[src/rtl/ctl_pkg.sv]
package ctl_pkg;

    localparam int BYTE_W     = 8;
    localparam int RATIO_ADDR = 0;
    localparam int MISC_ADDR  = 1;
    localparam int STG_BASE   = 2;
    localparam int FRZ_BIT    = 7;
    localparam int FMT_BIT    = 6;

    typedef struct packed {
        logic       freeze;
        logic       aux_i2s;
        logic [2:0] ratio;
    } cfg_t;

    function automatic logic [2:0] ratio_decode(input logic [2:0] code);
        logic [2:0] sel;
        if (code[2]) sel = 3'd4;
        else         sel = {1'b0, code[1:0]};
        return sel;
    endfunction

endpackage

[src/rtl/ctl_addr_dec.sv]
module ctl_addr_dec
    import ctl_pkg::*;
#(
    parameter int ADDR_W = 5,
    parameter int NSTG   = 8
) (
    input  logic              wr_en,
    input  logic [ADDR_W-1:0] addr,
    output logic              wr_ratio,
    output logic              wr_misc,
    output logic [NSTG-1:0]   wr_stg
);

    always_comb begin
        wr_ratio = wr_en && (addr == ADDR_W'(RATIO_ADDR));
        wr_misc  = wr_en && (addr == ADDR_W'(MISC_ADDR));
    end

    for (genvar k = 0; k < NSTG; k++) begin : g_stg_dec
        assign wr_stg[k] = wr_en && (addr == ADDR_W'(STG_BASE + k));
    end

endmodule

[src/rtl/ctl_stage_reg.sv]
module ctl_stage_reg #(
    parameter int W = 8
) (
    input  logic         clk,
    input  logic         rst_n,
    input  logic         wr_en,
    input  logic [W-1:0] wr_data,
    input  logic         hold,
    output logic [W-1:0] pend_o,
    output logic [W-1:0] live_o
);

    typedef struct packed {
        logic [W-1:0] pend;
        logic [W-1:0] live;
    } stg_t;

    stg_t st_q, st_d;

    // hold is the freeze value in force after this edge, so a release
    // commits on the same edge that the freeze bit clears.
    always_comb begin
        st_d = st_q;
        if (wr_en) st_d.pend = wr_data;
        if (!hold) st_d.live = st_d.pend;
    end

    always_ff @(posedge clk or negedge rst_n) begin
        if (!rst_n) st_q <= '0;
        else        st_q <= st_d;
    end

    assign pend_o = st_q.pend;
    assign live_o = st_q.live;

endmodule

[src/rtl/ctl_read_mux.sv]
module ctl_read_mux
    import ctl_pkg::*;
#(
    parameter int ADDR_W = 5,
    parameter int NSTG   = 8
) (
    input  logic [ADDR_W-1:0]      addr,
    input  cfg_t                   cfg,
    input  logic [NSTG*BYTE_W-1:0] stg_rd,
    output logic [BYTE_W-1:0]      rd_data
);

    always_comb begin
        rd_data = '0;
        if (addr == ADDR_W'(RATIO_ADDR)) begin
            rd_data[3:1] = cfg.ratio;
        end else if (addr == ADDR_W'(MISC_ADDR)) begin
            rd_data[FRZ_BIT] = cfg.freeze;
            rd_data[FMT_BIT] = cfg.aux_i2s;
        end else begin
            for (int k = 0; k < NSTG; k++) begin
                if (addr == ADDR_W'(STG_BASE + k))
                    rd_data = stg_rd[k*BYTE_W +: BYTE_W];
            end
        end
    end

endmodule

[src/rtl/ctl_regfile.sv]
module ctl_regfile
    import ctl_pkg::*;
#(
    parameter int DAC_CH = 4,
    parameter int ADC_CH = 2,
    parameter int ADDR_W = 5
) (
    input  logic                     clk,
    input  logic                     rst_n,
    input  logic                     wr_en,
    input  logic [ADDR_W-1:0]        addr,
    input  logic [7:0]               wr_data,
    output logic [7:0]               rd_data,
    output logic [DAC_CH+ADC_CH-1:0] mute_o,
    output logic [DAC_CH+ADC_CH-1:0] invert_o,
    output logic [8*DAC_CH-1:0]      dac_vol_o,
    output logic [8*ADC_CH-1:0]      adc_vol_o,
    output logic                     freeze_o,
    output logic                     aux_i2s_o,
    output logic [2:0]               ratio_sel_o
);

    localparam int CH_TOT = DAC_CH + ADC_CH;
    localparam int NSTG   = 2 + CH_TOT;
    localparam int DAC_LO = 2;
    localparam int ADC_LO = 2 + DAC_CH;

    logic                   wr_ratio, wr_misc;
    logic [NSTG-1:0]        wr_stg;
    logic [NSTG*BYTE_W-1:0] stg_rd;
    cfg_t                   cfg_q, cfg_d;

    ctl_addr_dec #(.ADDR_W(ADDR_W), .NSTG(NSTG)) u_dec (
        .wr_en    (wr_en),
        .addr     (addr),
        .wr_ratio (wr_ratio),
        .wr_misc  (wr_misc),
        .wr_stg   (wr_stg)
    );

    always_comb begin
        cfg_d = cfg_q;
        if (wr_ratio) cfg_d.ratio = wr_data[3:1];
        if (wr_misc) begin
            cfg_d.freeze  = wr_data[FRZ_BIT];
            cfg_d.aux_i2s = wr_data[FMT_BIT];
        end
    end

    always_ff @(posedge clk or negedge rst_n) begin
        if (!rst_n) cfg_q <= '0;
        else        cfg_q <= cfg_d;
    end

    for (genvar k = 0; k < NSTG; k++) begin : g_stg
        localparam int W = (k < DAC_LO) ? CH_TOT : BYTE_W;
        logic [W-1:0] pend_w, live_w;

        ctl_stage_reg #(.W(W)) u_reg (
            .clk     (clk),
            .rst_n   (rst_n),
            .wr_en   (wr_stg[k]),
            .wr_data (wr_data[W-1:0]),
            .hold    (cfg_d.freeze),
            .pend_o  (pend_w),
            .live_o  (live_w)
        );

        assign stg_rd[k*BYTE_W +: BYTE_W] = BYTE_W'(pend_w);

        if (k == 0) begin : g_mute
            assign mute_o = live_w;
        end else if (k == 1) begin : g_inv
            assign invert_o = live_w;
        end else if (k < ADC_LO) begin : g_dac
            assign dac_vol_o[(k-DAC_LO)*BYTE_W +: BYTE_W] = live_w;
        end else begin : g_adc
            assign adc_vol_o[(k-ADC_LO)*BYTE_W +: BYTE_W] = live_w;
        end
    end

    ctl_read_mux #(.ADDR_W(ADDR_W), .NSTG(NSTG)) u_rd (
        .addr    (addr),
        .cfg     (cfg_q),
        .stg_rd  (stg_rd),
        .rd_data (rd_data)
    );

    assign freeze_o    = cfg_q.freeze;
    assign aux_i2s_o   = cfg_q.aux_i2s;
    assign ratio_sel_o = ratio_decode(cfg_q.ratio);

endmodule

[config.mk]
export PLATFORM = sky130hd
export DESIGN_NAME = ctl_regfile
export DESIGN_NICKNAME = d
export VERILOG_FILES = /design/src/rtl/ctl_pkg.sv /design/src/rtl/ctl_addr_dec.sv /design/src/rtl/ctl_stage_reg.sv /design/src/rtl/ctl_read_mux.sv /design/src/rtl/ctl_regfile.sv
export SDC_FILE = /design/constraint.sdc
export NUM_CORES = 1
export LEC_CHECK = 0
export ABC_AREA = 1
export BUFFER_PORTS_ARGS = -buffer_cell sky130_fd_sc_hd__clkbuf_2
export CAP_MARGIN = 20
export CORE_ASPECT_RATIO = 1.2
export CORE_MARGIN = 2
export CORE_UTILIZATION = 45
export DETAILED_ROUTE_END_ITERATION = 16
export PLACE_DENSITY = 0.62
export SYNTH_ARGS = -nofsm -noshare
export SYNTH_HDL_FRONTEND = slang
export SYNTH_SLANG_ARGS = --single-unit
export TNS_END_PERCENT = 100
[constraint.sdc]
create_clock -name clk -period 2.63 [get_ports clk]
set_input_delay 0.1315 -clock clk [delete_from_list [all_inputs] [get_ports clk]]
set_output_delay 0.1315 -clock clk [all_outputs]
set_load 0.005 [all_outputs]
==> impl_metrics.csv, run 1 <==
group,metric,value,unit
status,outcome,"completed",
floorplan,core-area,0.0116,mm2
final_layout,nets,734,
routing,avgRoutedWirePerCell,15.3,um
floorplan,std_cell_rows,43,
clock_tree,clockBufferDepth,2,
clock_tree,clk-insertion-delay-late,0.41,ns
worst_setup_path,path_buf_inv,4,
sta,rsz0062_at_grt,"false",
routing,drcViolationCount,0,
synthesis,yosysSeqAreaShare,58.4,%
power,total_power,6.38,mW
place,port_buffers,88,
routing,dr_wl_met2,6.51,mm
sta,fin_setup_tns,0,ns
final_layout,utilization,56.4,%
clock_tree,cts_sinks,125,
routing,top_layer_used,"met4",
final_layout,fillers,1087,
clock_tree,h-tree-depth,4,
clock_tree,cts_buffers,17,
sta,finalClockSkew,0.00576,ns
worst_setup_path,crit_chain,"clkbuf_2 > inv_1 > nand2_2 > nor3_4 > nand2_1 > nand2_1 > inv_1 > nand4_1 > nand2_1 > nand2_1 > clkbuf_2",
worst_setup_path,worst_setup_path_start_kind,"input port",
routing,drt_pass1_iterations,6,
routing,vias,4383,
clock_tree,root_buffer,"clkbuf_16",
synthesis,synthCells,629,
synthesis,avgSynthCellArea,8.52,um2
global_route,grt_start_max_net_pins,71,
routing,dr_wl_met3,757,um
clock_tree,tritoncts,"yes",
global_route,grt_usage,22.8,%
synthesis,ys_warn_count,0,
flow_run,cap_violations,0,
sta,slew_headroom,40.5,%
floorplan,start_util,46.3,%
place,placed_area,0.00590,mm2
worst_setup_path,slowest_stage,"nor3_4",
routing,vias_per_cell,4.95,
place,place_hpwl,9.36,mm
worst_hold_path,min_path_type,"in -> reg",
power,p_per_area,979,mW/mm2
synthesis,syn-cell-area,0.00536,mm2
global_route,grt_pass1_vias,4373,
place,gp_congestion,0.877,
final_layout,antenna_cells,0,
floorplan,pin_count,89,
synthesis,ys_ff_latch,125,
sta,fin_crit,1.81,ns
global_route,antenna_found_initial,0,
synthesis,synth_cell_types,24,
worst_setup_path,timing_worst_setup_path_type,"in -> out",
worst_setup_path,path_max_fanout,10,
final_layout,multi_input_area,0.00195,mm2
routing,routed_wl,13.6,mm
clock_tree,post-cts-setup-buffers,0,
synthesis,synthesis.nets,645,
worst_setup_path,crit_path_end_kind,"output port",
worst_setup_path,cp.arrival,1.68,ns
worst_setup_path,crit_required,2.50,ns
global_route,grt-ovfl-total,0,
routing,postRouteAntennaNets,0,
sta,setup_viol,0,
worst_setup_path,cpMostUsedCell,"nand2_1",
final_layout,layout-drive-gt1-share,20.1,%
sta,drv_slew,0,
floorplan,die_w,104,um
final_layout,area_growth,21.6,%
clock_tree,clk_pin_slew,0.05,ns
worst_setup_path,slowest_delay,0.45,ns
sta,worst_pin_slew,0.892,ns
global_route,grt_pass1_wl,22.3,mm
floorplan,die_h,124,um
worst_setup_path,critPathTopFamily,"simple AND/OR/NAND/NOR gates",
sta,fin_crit_sh,68.7,%
sta,fmax,553,MHz
sta,hold_viol,0,
routing,drt_iter0_drc,238,
power,peakVddDrop,0.000405,V
clock_tree,ctsResizeCount,0,
power,leakagePower,3.54,nW
final_layout,seq_area,0.00313,mm2
floorplan,dieArea,0.0128,mm2
final_layout,stdcell_area,0.00652,mm2
routing,wl_met1,5.81,mm
-- power breakdown --
| group | switching, mW | total [mW] | internal [mW] |
|---|---|---|---|
| clock network | 0.798 | 2.39 | 1.60 |
| registers | 0.307 | 2.77 | 2.46 |
| logic | 0.709 | 1.22 | 0.508 |
-- path summary, 6_finish.rpt --
path	startpoint	to	slack (ns)	cells past startpoint
max in group asynchronous	rst_n	g_stg[5].u_reg.pend_o[4]	1.50	3
setup / recovery	addr[2]	rd_data[2]	0.82	11
setup reg to reg	freeze_o	g_stg[3].u_reg.live_o[5]	1.15	6
min in group asynchronous	rst_n	g_stg[1].u_reg.live_o[3]	0.40	2
hold / removal	wr_data[7]	g_stg[6].u_reg.pend_o[7]	0.21	3
hold reg to reg	g_stg[3].u_reg.live_o[3]	g_stg[3].u_reg.live_o[3]	0.47	2
-- repair_timing --
item,in CTS,in global routing
hold endpoints to repair,68,0
hold buffers,1,0
endpoints found under the setup margin,0,0
-- cells in the final DEF (no fill, tap or decap), types with 2 or more instances in the layout --
master     instances
clkbuf_2          87
o21ai_0           58
dfrtp_1          125
clkbuf_8           5
nor3_4             2
bufinv_16          3
o21ai_1            5
nand4_1            9
clkbuf_16         17
nand3_1            7
nand2_1          315
nor2_1            20
inv_2              2
buf_4              3
or2_2              4
inv_1             33
nand2_4            3
nand2_2            6
nor2_4             6
buf_12             2
a21oi_1            6
clkinv_2           2
-- cells by family (layout without fill, tap and decap cells) --
logic type | count (synthesis) | in the layout | synth area share (%)
AND/OR/NAND/NOR | 374 | 374 | 29.3
flip-flops | 125 | 125 | 58.4
AO/OA/AOI/OAI | 72 | 72 | 7.05
buffers and inverters | 58 | 157 | 5.30
-- synthesized netlist by cell type --
master | instances | share of area (%)
inv_1 | 33 | 2.3
o21ai_1 | 5 | 0.47
buf_4 | 8 | 1.1
nand2_4 | 3 | 0.63
clkbuf_1 | 1 | 0.070
o21ai_4 | 1 | 0.30
nand4_1 | 9 | 1.1
or2_2 | 4 | 0.47
buf_6 | 3 | 0.63
nor2_8 | 1 | 0.37
o21bai_1 | 1 | 0.14
inv_2 | 2 | 0.14
nor2_4 | 6 | 1.3
nor2_1 | 20 | 1.4
a21oi_1 | 6 | 0.56
nand2_2 | 6 | 0.70
nor3_1 | 1 | 0.093
o21ai_2 | 1 | 0.16
nand3_1 | 7 | 0.65
nand2_1 | 315 | 22
nor3_4 | 2 | 0.61
o21ai_0 | 58 | 5.4
buf_2 | 11 | 1.0
dfrtp_1 | 125 | 58
-- sequential cells by signal, summed over array words and instances, names as in the netlist --
name / flops
freeze_o: 1
aux_i2s_o: 1
cfg_q: 3
g_stg.u_reg.live_o: 60
g_stg.u_reg.pend_o: 60
-- through the flow --
step	hold WS, ns	setup WS [ns]	std cells
finish	0.210	0.822	885
global placement	0.299	0.814	855
CTS	0.210	0.855	885
detailed placement	0.326	0.743	855
floorplan	-0.164	1.34	629
global route	0.227	0.692	885
-- layout make-up --
type,count,share of cell area (%)
multi-input cells,446,29.9
clock inverters,6,1.67
flip-flops and latches,125,48.0
well taps,157,3.01
inverters,35,2.02
repair buffers,93,7.79
clock buffers,23,7.64
-- routing by layer --
layer	GRT usage, %	up-vias
li1	-	2137
met1	29.3	2076
met2	36.9	141
met3	4.90	29
met4	12.1	0
met5	0	-
-- worst reg2reg max path: stages, from the launching register on --
cell and delay [ns]:
dfrtp_1 0.40, inv_1 0.08, nand2_1 0.08, o21ai_4 0.08, buf_4 0.50, nand2_1 0.19, nand2_1 0.09
No activity file was read; power rests on OpenSTA's default activity.
==> run 2, diff against run 1 <==
==> constraint.sdc (replaced) <==
create_clock -name clk -period 1.86 [get_ports clk]
set_input_delay 0.093 -clock clk [delete_from_list [all_inputs] [get_ports clk]]
set_output_delay 0.093 -clock clk [all_outputs]
set_load 0.005 [all_outputs]
==> run 2 against run 1 <==
Sequential power is 42% higher. Non-clock buffer count is 5 higher. Die area is the same. Clock skew about the same. Critical path type is now reg -> out. Critical endpoint is now rd_data[5]. Highest routed layer unchanged.
==> impl_metrics.csv, run 2 (synthesis gave the netlist of run 1 again) <==
group,metric,value,unit
worst_setup_path,path_max_fanout,2,
power,p_per_area,1370,mW/mm2
global_route,grt_pass1_wl,22.1,mm
routing,drt_pass1_iterations,5,
worst_setup_path,crit_required,1.77,ns
clock_tree,post-cts-setup-buffers,0,
final_layout,fillers,1064,
final_layout,nets,739,
sta,fin_setup_tns,0,ns
worst_setup_path,worst_setup_path_start_kind,"register",
global_route,grt_start_max_net_pins,49,
worst_setup_path,crit_path_end_kind,"output port",
routing,avgRoutedWirePerCell,15.3,um
status,outcome,"completed",
clock_tree,cts_buffers,17,
global_route,antenna_found_initial,0,
worst_setup_path,path_buf_inv,2,
worst_setup_path,rrSetupSlack,0.59,ns
clock_tree,clk_pin_slew,0.06,ns
sta,fmax,595,MHz
floorplan,std_cell_rows,43,
place,placed_area,0.00596,mm2
final_layout,utilization,56.9,%
worst_hold_path,min_path_type,"in -> reg",
global_route,grt-ovfl-total,0,
routing,vias_per_cell,4.88,
power,p_comb_share,19.5,%
power,switching_share,29.1,%
power,power.share.sequential,43.4,%
final_layout,stdcell_area,0.00658,mm2
worst_setup_path,cp.arrival,1.59,ns
floorplan,core-area,0.0116,mm2
power,peakVddDrop,0.000576,V
sta,worst_pin_slew,0.497,ns
routing,drt_iter0_drc,192,
routing,drcViolationCount,0,
routing,postRouteAntennaNets,0,
floorplan,die_h,124,um
clock_tree,hold_buffers,1,
place,gp_congestion,0.892,
routing,routed_wl,13.6,mm
clock_tree,h-tree-depth,4,
floorplan,die_w,104,um
sta,finalClockSkew,0.00598,ns
global_route,grt_usage,22.8,%
clock_tree,clockBufferDepth,2,
sta,slew_headroom,66.9,%
worst_setup_path,critPathTopFamily,"simple AND/OR/NAND/NOR gates",
final_layout,area_growth,22.7,%
global_route,grt_pass1_vias,4358,
floorplan,pin_count,89,
clock_tree,cts_sinks,125,
worst_setup_path,slowest_delay,0.35,ns
floorplan,dieArea,0.0128,mm2
power,total_power,9.02,mW
clock_tree,clk-insertion-delay-late,0.41,ns
power,clkPwrFrac,37.1,%
power,power.internal,6.40,mW
worst_setup_path,timing_worst_setup_path_type,"reg -> out",
sta,hold_viol,0,
power,leakagePower,3.56,nW
clock_tree,ctsResizeCount,0,
sta,drv_slew,0,
floorplan,start_util,46.3,%
place,port_buffers,88,
clock_tree,root_buffer,"clkbuf_16",
place,place_hpwl,9.51,mm
final_layout,final_common_cell,"nand2_1",
sta,setup_viol,0,
power,switching_power,2.62,mW
final_layout,layout-drive-gt1-share,20.8,%
worst_setup_path,crit_chain,"inv_1 > nor3_1 > nor2_1 > nand4_1 > nand2_1 > a21oi_1 > clkbuf_2",
final_layout,antenna_cells,0,
sta,fin_crit,1.68,ns
sta,fin_crit_sh,90.4,%
flow_run,cap_violations,0,
final_layout,most-common-layout-cells,"nand2_1, dfrtp_1, clkbuf_2",
worst_setup_path,slowest_stage,"dfrtp_1",
sta,rsz0062_at_grt,"false",
routing,vias,4354,
clock_tree,tritoncts,"yes",
-- run 2: cell types whose count changed in the layout (fill, tap and decap cells not counted), sizes merged --
cell	delta
clkbuf	-2
clkinvlp	+3
buf	+5
clkinv	+2
-- run 2: worst reg2reg max path: cells and delay by family (launching register included) --
kind / cells / cell delay, ns
and+or+nand+nor: 3 / 0.30
buffers and inverters: 2 / 0.43
DFF: 1 / 0.39
AOI/OAI and AO/OA: 1 / 0.08
-- run 2: worst paths after layout --
path | startpoint | end | cells past startpoint
max in group asynchronous | rst_n | g_stg[5].u_reg.pend_o[1] | 3
worst min register to register | g_stg[3].u_reg.live_o[1] | g_stg[3].u_reg.live_o[1] | 2
worst max register to register | freeze_o | g_stg[4].u_reg.live_o[6] | 6
worst max-delay path | g_stg[2].u_reg.pend_o[5] | rd_data[5] | 7
min in group asynchronous | rst_n | g_stg[2].u_reg.live_o[2] | 2
worst min-delay path | wr_data[6] | g_stg[6].u_reg.pend_o[6] | 3
-- run 2: stage by stage --
stage	hold slack [ns]	worst slack (ns)	instances
finish	0.174	0.179	893
global route	0.159	0.0337	893
CTS	0.140	0.176	893
detailed placement	0.0990	0.195	860
global placement	0.0920	0.206	860
floorplan	-0.203	0.637	629
-- run 2: power by group through the flow --
stage          combinational, mW  sequential, mW  clock, mW
2_1_floorplan              0.882            3.92          0
3_3_place_gp                1.77            3.93          0
3_5_place_dp                1.79            3.95          0
4_1_cts                     1.80            3.92       3.39
5_1_grt                     2.04            4.01       3.52
6_report                    1.76            3.92       3.34
-- run 2: area by class of cell --
cell class,instances,area (um2),area share (%)
Timing Repair Buffer,98,571,8.68
Tap cell,157,196,2.99
Inverter,35,131,2.00
Multi-Input combinational cell,446,1950,29.6
Clock inverter,11,141,2.15
Sequential cell,125,3130,47.6
Clock buffer,21,460,7.00
-- run 2: metal layers --
| layer | global-route usage [%] | vias to the layer above | part of all wire, % |
|---|---|---|---|
| met3 | 5.48 | 19 | 4.5 |
| met2 | 38.1 | 104 | 49 |
| met4 | 9.54 | 0 | 2.0 |
| met5 | 0 | - | 0 |
| met1 | 28.6 | 2075 | 44 |
| li1 | - | 2156 | - |
==> run 3, diff against run 2 <==
--- a/config.mk
+++ b/config.mk
@@ -9,11 +9,12 @@
 export BUFFER_PORTS_ARGS = -buffer_cell sky130_fd_sc_hd__clkbuf_2
 export CAP_MARGIN = 20
 export CORE_ASPECT_RATIO = 1.2
-export CORE_MARGIN = 2
+export CORE_MARGIN = 3
 export CORE_UTILIZATION = 45
 export DETAILED_ROUTE_END_ITERATION = 16
-export PLACE_DENSITY = 0.62
+export PLACE_DENSITY = 0.61
 export SYNTH_ARGS = -nofsm -noshare
 export SYNTH_HDL_FRONTEND = slang
+export SYNTH_HIERARCHICAL = 1
 export SYNTH_SLANG_ARGS = --single-unit
 export TNS_END_PERCENT = 100
==> run 3 against run 2 <==
Synthesized cell count rose by 33%. First-iteration DRC count rose by 76%. Sequential power fell by 3%. Combinational power rose by 12%. Critical path type unchanged. Critical endpoint is now rd_data[2].
==> impl_metrics.csv, run 3 <==
group,metric,value,unit
clock_tree,clk_pin_slew,0.05,ns
routing,vias_per_cell,4.72,
floorplan,die_w,115,um
synthesis,avgSynthCellArea,7.59,um2
final_layout,fillers,1344,
sta,hold_viol,0,
clock_tree,cts_sinks,125,
worst_setup_path,timing_worst_setup_path_type,"reg -> out",
final_layout,area_growth,20.0,%
synthesis,synth.top_cells.by_count,"nand2_1, inv_1, dfrtp_1, nand3_1, and2_1",
clock_tree,tritoncts,"yes",
global_route,grt_pass1_wl,27.2,mm
clock_tree,hold_buffers,1,
synthesis,yosysSeqAreaShare,49.1,%
floorplan,pin_count,89,
synthesis,ys_warn_count,6,
worst_setup_path,crit_required,1.77,ns
synthesis,yosysMostFrequentCell,"nand2_1",
power,leakagePower,4.18,nW
synthesis,netlist.area_leader.share,49.1,%
worst_hold_path,min_path_type,"in -> reg",
clock_tree,h-tree-depth,4,
place,port_buffers,88,
synthesis,synth_top_flop_cell,"dfrtp_1",
floorplan,std_cell_rows,47,
worst_setup_path,critPathTopFamily,"simple AND/OR/NAND/NOR gates",
routing,avgRoutedWirePerCell,14.9,um
place,gp_congestion,0.930,
floorplan,start_util,46.1,%
clock_tree,clk-insertion-delay-late,0.42,ns
worst_setup_path,crit_path_end_kind,"output port",
synthesis,ys_ff_latch,125,
sta,rsz0062_at_grt,"false",
worst_setup_path,crit_chain,"or2_2 > nand2_1 > nand2_1 > nand2_1 > nand3_1 > nand2_1 > nand2_1 > clkbuf_2",
sta,fmax,578,MHz
routing,drt_iter0_drc,337,
clock_tree,ctsResizeCount,0,
final_layout,layout-drive-gt1-share,18.2,%
clock_tree,post-cts-setup-buffers,0,
synthesis,synthArstFlopShare,100,%
synthesis,synthCells,839,
worst_setup_path,worst_setup_path_start_kind,"register",
synthesis,yosysTopAreaCell,"dfrtp_1",
sta,fin_setup_tns,0,ns
final_layout,antenna_cells,0,
floorplan,dieArea,0.0156,mm2
sta,fin_crit,1.73,ns
final_layout,most-common-layout-cells,"nand2_1, inv_1, dfrtp_1",
global_route,antenna_found_initial,0,
synthesis,syn-cell-area,0.00637,mm2
final_layout,final_common_cell,"nand2_1",
worst_setup_path,path_max_fanout,2,
synthesis,synth_area_leaders,"dfrtp_1, nand2_1, inv_1",
synthesis,synth_edf_count,0,
final_layout,stdcell_area,0.00764,mm2
routing,postRouteAntennaNets,0,
worst_setup_path,path_buf_inv,1,
worst_setup_path,slowest_stage,"dfrtp_1",
global_route,grt_pass1_vias,5205,
routing,drt_pass1_iterations,6,
sta,drv_slew,0,
sta,setup_viol,0,
worst_setup_path,cpMostUsedCell,"nand2_1",
synthesis,synth_cell_types,27,
routing,drcViolationCount,0,
final_layout,nets,968,
clock_tree,root_buffer,"clkbuf_16",
status,outcome,"completed",
worst_setup_path,cp.arrival,1.64,ns
power,peakVddDrop,0.000621,V
global_route,grt-ovfl-total,0,
place,placed_area,0.00707,mm2
clock_tree,clockBufferDepth,2,
global_route,grt_start_max_net_pins,41,
sta,whs,0.0810,ns
power,p_per_area,1170,mW/mm2
floorplan,core-area,0.0138,mm2
place,place_hpwl,12.3,mm
clock_tree,cts_buffers,17,
worst_setup_path,slowest_delay,0.40,ns
sta,fin_crit_sh,93.0,%
routing,routed_wl,17.0,mm
sta,finalClockSkew,0.00743,ns
flow_run,cap_violations,0,
floorplan,die_h,136,um
routing,vias,5366,
global_route,grt_usage,23.1,%
==> run 3: cell type report <==
type	count	area, um2	area share [%]
inverters	166	683	8.94
repair buffers	106	618	8.09
flip-flops and latches	125	3130	40.9
well taps	171	214	2.80
multi-input cells	536	2440	31.9
clock inverters	8	90.1	1.18
clock buffers	24	472	6.17
==> run 3: kinds of logic (layout without fill, tap and decap cells) <==
family,count (synthesis),after routing,share of synthesized area [%]
compound gates,12,12,1.02
buf+inv,181,304,12.8
other cells,1,4,0.0589
flops,125,125,49.1
simple gates,520,520,37.0
==> run 3: per-layer routing <==
metal / vias to the layer above / routed length [um] / track usage (%)
met5: - / 0 / 0
met4: 0 / 248 / 7.79
li1: 2724 / - / -
met3: 23 / 926 / 5.39
met2: 160 / 8020 / 36.6
met1: 2459 / 7760 / 31.3
==> run 3: tightest hold or removal path, delay by kind of cell <==
| kind | cells | cell delay [ns] |
|---|---|---|
| buf+inv | 1 | 0.20 |
| simple gates | 2 | 0.15 |
==> run 3: where the power goes <==
group / switching [mW] / total (mW) / internal [mW]
Combinational: 1.13 / 1.97 / 0.835
Sequential: 0.413 / 3.81 / 3.40
Clock: 1.13 / 3.16 / 2.03
Total: 2.68 / 8.93 / 6.26
==> run 3: worst paths after layout <==
check	start	end	slack, ns	depth (start not counted)
setup reg to reg	freeze_o	g_stg[7].u_reg/live_o[5]	0.53	6
hold reg to reg	g_stg[5].u_reg/live_o[6]	g_stg[5].u_reg/live_o[6]	0.47	2
hold / removal	wr_data[6]	aux_i2s_o	0.08	3
setup / recovery	g_stg[2].u_reg/pend_o[2]	rd_data[2]	0.13	8
min in group asynchronous	rst_n	g_stg[6].u_reg/live_o[5]	0.19	2
max in group asynchronous	rst_n	g_stg[5].u_reg/live_o[5]	1.07	3
==> run 3: metrics by stage <==
stage	worst slack, ns	utilization, %	power (mW)	instances
2_1_floorplan	0.438	-	4.88	842
3_3_place_gp	0.239	51.2	5.81	1103
3_5_place_dp	0.204	51.2	5.84	1103
4_1_cts	0.121	55.3	9.07	1136
5_1_grt	0.0137	55.3	9.52	1136
6_report	0.131	55.3	8.93	1136
